## config.mk

```make
export PLATFORM = sky130hd
export DESIGN_NAME = pcs_decoder
export DESIGN_NICKNAME = d
export VERILOG_FILES = /design/src/rtl/pcs_pkg.sv /design/src/rtl/pcs_window_match.sv /design/src/rtl/pcs_index_decode.sv /design/src/rtl/pcs_out_reg.sv /design/src/rtl/pcs_decoder.sv
export SDC_FILE = /design/constraint.sdc
export NUM_CORES = 1
export LEC_CHECK = 0
export BUFFER_PORTS_ARGS = -buffer_cell sky130_fd_sc_hd__buf_2
export CAP_MARGIN = 20
export CORE_AREA = 4 4 41 43
export DETAILED_ROUTE_END_ITERATION = 8
export DIE_AREA = 0 0 45 47
export GPL_TIMING_DRIVEN = 0
export PLACE_DENSITY = 0.71
export SLEW_MARGIN = 5
export SYNTH_ARGS = -nofsm -noshare
export SYNTH_HDL_FRONTEND = slang
export SYNTH_SLANG_ARGS = --single-unit
```

## constraint.sdc

```tcl
create_clock -name clk -period 1.2 [get_ports clk]
set_input_delay 0.36 -clock clk [delete_from_list [all_inputs] [get_ports clk]]
set_output_delay 0.36 -clock clk [all_outputs]
set_load 0.005 [all_outputs]
```

## src/rtl/pcs_pkg.sv

```systemverilog
package pcs_pkg;
  localparam int unsigned PCS_ADDR_W   = 20;
  localparam int unsigned PCS_NUM_SEL  = 4;
  localparam int unsigned PCS_WIN_BITS = 8;
  localparam int unsigned PCS_FC_SEL   = 2;

  typedef enum logic {
    SPACE_MEM = 1'b0,
    SPACE_IO  = 1'b1
  } pcs_space_e;
endpackage

```

## src/rtl/pcs_window_match.sv

```systemverilog
module pcs_window_match #(
  parameter int unsigned BASE_W = 10
) (
  input  logic [BASE_W-1:0] addr_hi,
  input  logic              io_space,
  input  logic [BASE_W-1:0] cfg_base,
  input  logic              cfg_in_io,
  output logic              hit
);
  import pcs_pkg::*;

  pcs_space_e acc_space;
  pcs_space_e blk_space;
  logic       base_eq;

  always_comb begin
    acc_space = pcs_space_e'(io_space);
    blk_space = pcs_space_e'(cfg_in_io);
    base_eq   = (addr_hi == cfg_base);
    hit       = base_eq && (acc_space == blk_space);
  end
endmodule

```

## src/rtl/pcs_index_decode.sv

```systemverilog
module pcs_index_decode #(
  parameter int unsigned NUM_SEL = 4,
  parameter int unsigned FC_SEL  = 2,
  localparam int unsigned IDX_W  = (NUM_SEL > 1) ? $clog2(NUM_SEL) : 1
) (
  input  logic [IDX_W-1:0]   idx,
  input  logic               hit,
  input  logic               flow_ctl_en,
  output logic [NUM_SEL-1:0] req,
  output logic [NUM_SEL-1:0] fc_mask
);
  for (genvar i = 0; i < NUM_SEL; i++) begin : g_sel
    if (i == FC_SEL) begin : g_shared
      assign fc_mask[i] = flow_ctl_en;
    end else begin : g_plain
      assign fc_mask[i] = 1'b0;
    end
    assign req[i] = hit && (idx == IDX_W'(i)) && !fc_mask[i];
  end
endmodule

```

## src/rtl/pcs_out_reg.sv

```systemverilog
module pcs_out_reg #(
  parameter int unsigned NUM_SEL = 4
) (
  input  logic               clk,
  input  logic               rst_n,
  input  logic               strobe,
  input  logic               cycle_end,
  input  logic               bus_hold,
  input  logic [NUM_SEL-1:0] req,
  input  logic [NUM_SEL-1:0] fc_mask,
  output logic [NUM_SEL-1:0] pcs_n
);
  logic [NUM_SEL-1:0] active_q;
  logic [NUM_SEL-1:0] active_d;
  logic               load_en;

  always_comb begin
    active_d = active_q;
    if (bus_hold) begin
      active_d = '0;
    end else if (strobe) begin
      active_d = req;
    end else if (cycle_end) begin
      active_d = '0;
    end
    active_d = active_d & ~fc_mask;
    load_en  = bus_hold || strobe || cycle_end || (|(active_q & fc_mask));
  end

  always_ff @(posedge clk or negedge rst_n) begin
    if (!rst_n) begin
      active_q <= '0;
    end else if (load_en) begin
      active_q <= active_d;
    end
  end

  assign pcs_n = ~active_q;


  hold_idle_chk: assert property (@(posedge clk) disable iff (!rst_n)
    $past(bus_hold) |-> (&pcs_n));


  end_idle_chk: assert property (@(posedge clk) disable iff (!rst_n)
    $past(cycle_end && !strobe) |-> (&pcs_n));


  flow_mask_chk: assert property (@(posedge clk) disable iff (!rst_n)
    $past(|fc_mask) |-> (&(pcs_n | ~$past(fc_mask))));
endmodule

```

## src/rtl/pcs_decoder.sv

```systemverilog
module pcs_decoder
  import pcs_pkg::*;
#(
  parameter int unsigned ADDR_W   = PCS_ADDR_W,
  parameter int unsigned NUM_SEL  = PCS_NUM_SEL,
  parameter int unsigned WIN_BITS = PCS_WIN_BITS,
  parameter int unsigned FC_SEL   = PCS_FC_SEL,
  localparam int unsigned IDX_W    = (NUM_SEL > 1) ? $clog2(NUM_SEL) : 1,
  localparam int unsigned BASE_LSB = WIN_BITS + IDX_W,
  localparam int unsigned BASE_W   = ADDR_W - BASE_LSB
) (
  input  logic               clk,
  input  logic               rst_n,
  input  logic [ADDR_W-1:0]  addr,
  input  logic               addr_valid,
  input  logic               cycle_end,
  input  logic               io_space,
  input  logic [BASE_W-1:0]  cfg_base,
  input  logic               cfg_in_io,
  input  logic               bus_hold,
  input  logic               flow_ctl_en,
  output logic [NUM_SEL-1:0] pcs_n
);
  logic               hit;
  logic [NUM_SEL-1:0] req;
  logic [NUM_SEL-1:0] fc_mask;
  logic               unused_low;

  assign unused_low = ^addr[WIN_BITS-1:0];

  pcs_window_match #(
    .BASE_W   (BASE_W)
  ) u_match (
    .addr_hi  (addr[ADDR_W-1:BASE_LSB]),
    .io_space (io_space),
    .cfg_base (cfg_base),
    .cfg_in_io(cfg_in_io),
    .hit      (hit)
  );

  pcs_index_decode #(
    .NUM_SEL    (NUM_SEL),
    .FC_SEL     (FC_SEL)
  ) u_decode (
    .idx        (addr[BASE_LSB-1:WIN_BITS]),
    .hit        (hit),
    .flow_ctl_en(flow_ctl_en),
    .req        (req),
    .fc_mask    (fc_mask)
  );

  pcs_out_reg #(
    .NUM_SEL  (NUM_SEL)
  ) u_out (
    .clk      (clk),
    .rst_n    (rst_n),
    .strobe   (addr_valid),
    .cycle_end(cycle_end),
    .bus_hold (bus_hold),
    .req      (req),
    .fc_mask  (fc_mask),
    .pcs_n    (pcs_n)
  );


  at_most_one_chk: assert property (@(posedge clk) disable iff (!rst_n)
    $countones(~pcs_n) <= 1);


  space_miss_chk: assert property (@(posedge clk) disable iff (!rst_n)
    $past(addr_valid && !bus_hold && (io_space != cfg_in_io)) |-> (&pcs_n));
endmodule

```

==> results by group, run 1 <==
Status
  – Status: finished clean

Clocking
  – Max clock buf depth: 2
  – Clock transition at the registers of the reported paths: 0.03 ns
  – CTS tree: built
  – TritonCTS Buffers: 3
  – Worst-Skew Late Latency: 0.23 ns
  – Clock sink count: 4
  – Clock root buffer: clkbuf_4
  – H-tree Lvls: 1
  – Setup bufs post-CTS: 0

GRT
  – Vias in the first global route: 367
  – Total GRT Usage: 0.0839
  – Total congestion overflow: 0
  – Initial antenna violation count: 0
  – Largest net degree at the start of global routing: 6
  – Global-route wire length before repair: 1240 microns

Layout
  – Layout cell share with drive strength beyond 1: 0.568
  – Post-Route Utilization: 0.468
  – N_diodes: 0
  – Area growth, synth to finish: 96.4%
  – Max reg flops: 4
  – Nets@finish: 114
  – Largest regs: u_out.active_q x4
  – Fin cells: 89
  – # fillers: 130
  – Largest register by flop count: u_out.active_q

Timing
  – Max Transition Viols Final: 0
  – Peak Freq: 0.852 GHz
  – Tcrit/Tclk final: 0.978
  – Layout Skew: 0 ns
  – Final setup vio count: 0
  – RSZ-0062 raised after global routing: yes
  – Final Hold Fails: 0
  – Actual slew at the worst max-slew pin: 0.552 ns
  – Slew HR: 0.629
  – Final Critical Period: 1.17 ns

Route
  – Drt via density: 4.42
  – Routed Antenna Nets: 0
  – Drt initial violations: 0
  – Pre-Repair DR Iteration Count: 1
  – Remaining DRCs: 0
  – WL final: 921 microns
  – Wire per inst: 10.3 microns
  – Via Count: 393

Synthesis
  – #FFs+latches synth: 4
  – Simple-gate share of the synthesized area: 0.218
  – Adder-Cell Fraction of Synth Area: 0
  – Synth Area in Compound Gates: 0.0887
  – XOR/XNOR Fraction of Synth Area: 0.310
  – Multiplexer share of the synthesized area: 0
  – Post-synthesis cell type count: 12
  – Dominant combinational cell family by area after synthesis: XOR/XNOR gates
  – Synthesized cell area: 310 sq um
  – Gate count of the mapped netlist: 37
  – Synthesized area per cell: 8.39 sq um
  – Post-Syn Nets: 75
  – Syn. warnings: 0
  – Seq/Total Area, Yosys: 0.323

Worst setup path
  – Startpoint Class: primary input
  – Max FO, Critical Path: 3
  – Worst path max stage delay: 0.35 ns
  – Family with the most delay on the worst path: simple AND/OR/NAND/NOR gates
  – Setup crit end kind: flip-flop
  – Worst EP required: 1.34 ns
  – Crit path kind: primary input to flip-flop
  – Crit path DAT: 1.31 ns
  – Cell Chain, Critical Path: buf_6, xor2_1, nor4_2, nand3_1, o31ai_2
  – WP buf/inv: 1
  – Slowest CP cell: nor4_2

Floorplan
  – FP Rows: 13
  – Core ar.: 1300 sq um
  – Die Span X: 45 microns
  – Initial Util: 0.238
  – Die area: 2120 sq um
  – Die H: 47 microns
  – IO Count: 42

Place
  – GP Congestion: 0.653
  – PortBufs: 33
  – Post-detail-place hpwl: 776 microns
  – Placed cells: 85

Min path
  – Hold crit path type: primary input to flip-flop

Power
  – Peak VDD IR: 0.000244 V
  – Power density over cell area: 704 nW/um^2
  – Pleak: 0.284 nW

Job
  – Max-Cap Viols: 0
## layout make-up
type | count | area [sq um] | share of cell area
Sequential cell | 4 | 100 | 0.164
Timing Repair Buffer | 34 | 206 | 0.339
Tap cell | 15 | 18.8 | 0.0308
Clock buffer | 3 | 22.5 | 0.0370
Inverter | 5 | 18.8 | 0.0308
Multi-Input combinational cell | 28 | 243 | 0.398
## cell usage after synthesis
library cell  instances  area share
dfrtp_1               4        0.32
nor4_1                3       0.060
o31ai_2               1       0.040
o21ai_1               2       0.032
a21oi_1               1       0.016
nand4_1               2       0.040
nand2_1               4       0.048
nand3_1               1       0.016
nand2b_1              1       0.020
nor3_1                2       0.032
inv_1                 5       0.060
xor2_1               11        0.31
## cell families after synthesis
| group | after synthesis |
|---|---|
| and+or+nand+nor | 13 |
| xor gates and xnor gates | 11 |
| buffers and inverters | 5 |
| AOI/OAI and AO/OA | 4 |
| DFF | 4 |
## report_power, final
group,switching [mW],leakage [nW],internal [mW]
Clock,0.0510,0.0138,0.112
Sequential,0.00000528,0.0559,0.136
Combinational,0.0593,0.214,0.0712
Total,0.110,0.284,0.318
## layout by cell type, fill, tap and decap left out
cell type / synthesis / final
buf_6: 0 / 5
a21oi_1: 1 / 1
xor2_1: 11 / 9
dlygate4sd3_1: 0 / 1
nor4_4: 0 / 2
nand2b_1: 1 / 1
nand3_1: 1 / 1
xor2_2: 0 / 2
inv_1: 5 / 5
nand4_1: 2 / 2
o31ai_2: 1 / 1
nand2_1: 4 / 4
buf_2: 0 / 28
nor4_2: 0 / 1
clkbuf_4: 0 / 3
o21ai_1: 2 / 2
dfrtp_1: 4 / 4
nor3_1: 2 / 2
## layer usage
layer  vias to the layer above  GRT usage  wire, microns
met5                         -          0              0
met4                         0      0.123             19
met3                         2          0            107
met2                        20      0.144            523
met1                       175     0.0778            271
li1                        196          -              -
## stage by stage
step	TNS (ns)	hold slack, ns	setup slack, ns	power [mW]	cell area, sq um
3_3_place_gp	-0.726	0.165	-0.205	0.236	513
4_1_cts	0	0.262	0.0334	0.416	546
6_report	0	0.276	0.0258	0.429	609
2_1_floorplan	-0.0165	0.0644	-0.0165	0.179	329
5_1_grt	-0.0435	0.271	-0.0435	0.452	609
3_5_place_dp	-0.730	0.169	-0.215	0.240	513
## path summary, 6_finish.rpt
path	from	to	slack, ns	cells past startpoint
worst max-delay path	addr[13]	u_out.active_q[0]$_DFFE_PN0P_	0.03	5
worst min-delay path	flow_ctl_en	u_out.active_q[2]$_DFFE_PN0P_	0.28	2
worst max register to register	u_out.active_q[0]$_DFFE_PN0P_	u_out.active_q[0]$_DFFE_PN0P_	0.58	2
worst min register to register	u_out.active_q[1]$_DFFE_PN0P_	u_out.active_q[1]$_DFFE_PN0P_	0.48	2
max in group asynchronous	rst_n	u_out.active_q[2]$_DFFE_PN0P_	0.62	2
min in group asynchronous	rst_n	u_out.active_q[3]$_DFFE_PN0P_	0.46	2
## timing repair
item / CTS / global route
gates resized for setup: 0 / 9
endpoints found under the hold margin: 4 / 0
setup endpoints to repair: 0 / 3
hold buffers: 1 / 0
Power figures use the tool's default switching activity.
==> run 2, diff against run 1 <==
==> constraint.sdc (replaced) <==
create_clock -name clk -period 1.3 [get_ports clk]
set_input_delay 0.39 -clock clk [delete_from_list [all_inputs] [get_ports clk]]
set_output_delay 0.39 -clock clk [all_outputs]
set_load 0.005 [all_outputs]
==> results by group, run 2 (synthesis gave the netlist of run 1 again) <==
Status
  – Status: finished clean

Place
  – GP Congestion: 0.712 (+9.0%)
  – Post-detail-place hpwl: 716 microns (-7.8%)
  – PortBufs: 33 (unchanged)
  – Placed cells: 85 (unchanged)
  – Area post-placement: 513 sq um (unchanged)

Min path
  – Hold crit path type: primary input to flip-flop
  – Hold path depth: 2 (unchanged)
  – Min-Delay Endpoint: u_out.active_q[2]$_DFFE_PN0P_
  – Hold Crit Start: flow_ctl_en

Worst setup path
  – Family with the most delay on the worst path: simple AND/OR/NAND/NOR gates
  – Cell Chain, Critical Path: buf_2, xor2_2, nor4_4, nand3_1, o31ai_2
  – Startpoint Class: primary input
  – Worst path max stage delay: 0.33 ns (-0.02 ns)
  – Reg-to-reg slack, setup: 0.68 ns (+0.10 ns)
  – Max FO, Critical Path: 3 (unchanged)
  – Worst EP required: 1.44 ns (+0.10 ns)
  – Crit path kind: primary input to flip-flop
  – Slowest CP cell: nor4_4
  – WP buf/inv: 1 (unchanged)
  – R2R Path Start: u_out.active_q[0]$_DFFE_PN0P_
  – Crit. path cell count: 5 (unchanged)
  – Crit path DAT: 1.38 ns (+0.07 ns)
  – R2r endpoint: u_out.active_q[0]$_DFFE_PN0P_
  – Setup crit end kind: flip-flop
  – Reg2Reg Depth: 2 (unchanged)

Layout
  – # fillers: 140 (+7.7%)
  – Fin cells: 89 (unchanged)
  – Multi-input gate area: 243 sq um (unchanged)
  – Final Cell Area: 578 sq um (-5.1%)
  – Area growth, synth to finish: 86.3%
  – Max reg flops: 4 (unchanged)
  – Largest register by flop count: u_out.active_q
  – Nets@finish: 114 (unchanged)
  – Commonest non-fill, non-tap cell in the layout: buf_2
  – Layout cell share with drive strength beyond 1: 0.568 (unchanged)
  – N_diodes: 0 (unchanged)
  – Register area: 100 sq um (unchanged)
  – Most frequent cells in the layout: 33 x buf_2, 9 x xor2_1, 5 x inv_1, 4 x nand2_1, 4 x dfrtp_1
  – Largest regs: u_out.active_q x4

Route
  – Drt initial violations: 3 (+3)
  – Drt via density: 4.19 (-5.1%)
  – Wire per inst: 9.04 microns (-13%)
  – Pre-Repair DR Iteration Count: 2 (+1)
  – Remaining DRCs: 0 (unchanged)
  – Via Count: 373 (-5.1%)
  – WL final: 805 microns (-13%)
  – Routed Antenna Nets: 0 (unchanged)

Power
  – Peak VDD IR: 0.000222 V (-8.9%)
  – Power density over cell area: 673 nW/um^2 (-4.3%)
  – Tot Pwr: 0.389 mW (-9.2%)
  – Pleak: 0.273 nW (-3.8%)

Timing
  – Peak Freq: 0.811 GHz
  – Tcrit/Tclk final: 0.949
  – Actual slew at the worst max-slew pin: 0.513 ns (-0.0388 ns)
  – Final Hold Fails: 0 (unchanged)
  – Hold_ws: 0.301 ns (+0.0248 ns)
  – Final setup vio count: 0 (unchanged)
  – Slew HR: 0.656 (+0.0260)
  – RSZ-0062 raised after global routing: no
  – Final Critical Period: 1.23 ns
  – Max Transition Viols Final: 0 (unchanged)
  – Total negative slack: 0 ns (unchanged)
  – Layout Skew: 0 ns (unchanged)

GRT
  – Largest net degree at the start of global routing: 6 (unchanged)
  – Vias in the first global route: 366 (-0.27%)
  – Initial antenna violation count: 0 (unchanged)
  – Total congestion overflow: 0 (unchanged)
  – Total GRT Usage: 0.0786 (-0.00536)
  – Global-route wire length before repair: 1170 microns (-5.0%)

Clocking
  – CTS tree: built
  – Setup bufs post-CTS: 0 (unchanged)
  – Clock transition at the registers of the reported paths: 0.04 ns (about the same)
  – Worst-Skew Late Latency: 0.23 ns (about the same)
  – Max clock buf depth: 2 (unchanged)
  – TritonCTS Buffers: 3 (unchanged)
  – Clock sink count: 4 (unchanged)
  – H-tree Lvls: 1 (unchanged)
  – Clock root buffer: clkbuf_4

Floorplan
  – Initial Util: 0.238 (unchanged)
  – IO Count: 42 (unchanged)
  – Die area: 2120 sq um (unchanged)
  – Core ar.: 1300 sq um (unchanged)
  – FP Rows: 13 (unchanged)
  – Die H: 47 microns (unchanged)
  – Die Span X: 45 microns (unchanged)

Job
  – Max-Cap Viols: 0 (unchanged)
[run 2: cell counts in the layout (fill, tap and decap cells not counted)]
No cell type changed its count.
[run 2: what timing repair did]
action                                  4_1_cts  5_1_grt
hold buffers                                  1        0
gates resized for setup                       0        4
endpoints found under the setup margin        0        1
endpoints found under the hold margin         4        0
[run 2: area by class of cell]
class / count / area share
inverters: 5 / 0.0325
clock buffers: 3 / 0.0390
well taps: 15 / 0.0325
repair buffers: 34 / 0.303
flip-flops and latches: 4 / 0.173
multi-input cells: 28 / 0.420
[run 2: worst reg2reg max path, cell delays in order (launching register included)]
cell and delay [ns]:
dfrtp_1 0.37, nand2_1 0.07, o31ai_2 0.06
[run 2: power breakdown]
group          leakage (nW)  total, mW  internal, mW  switching (mW)
clock                0.0138      0.152         0.103          0.0493
combinational         0.203      0.112        0.0570          0.0545
sequential           0.0559      0.125         0.125      0.00000540
total                 0.273      0.389         0.285           0.104
[run 2: routing by layer]
| layer | GRT usage | vias to the layer above | wire length [microns] |
|---|---|---|---|
| met3 | 0 | 2 | 115 |
| met1 | 0.0806 | 148 | 296 |
| met4 | 0.105 | 0 | 20 |
| li1 | - | 198 | - |
| met5 | 0 | - | 0 |
| met2 | 0.130 | 25 | 372 |
[run 2: worst max-delay path by stage]
stage                                               end         from
final                     u_out.active_q[0]$_DFFE_PN0P_    cfg_in_io
after global routing      u_out.active_q[0]$_DFFE_PN0P_  cfg_base[1]
after CTS                 u_out.active_q[0]$_DFFE_PN0P_  cfg_base[3]
after detailed placement  u_out.active_q[0]$_DFFE_PN0P_  cfg_base[3]
after global placement    u_out.active_q[0]$_DFFE_PN0P_  cfg_base[3]
after floorplan           u_out.active_q[0]$_DFFE_PN0P_  cfg_base[3]
[run 2: per-stage QoR]
| step | utilization | setup slack, ns |
|---|---|---|
| after floorplan | - | 0.0508 |
| after global placement | 0.394 | -0.126 |
| after detailed placement | 0.394 | -0.154 |
| after CTS | 0.419 | 0.0939 |
| after global routing | 0.444 | 0.00300 |
| final | 0.444 | 0.0664 |
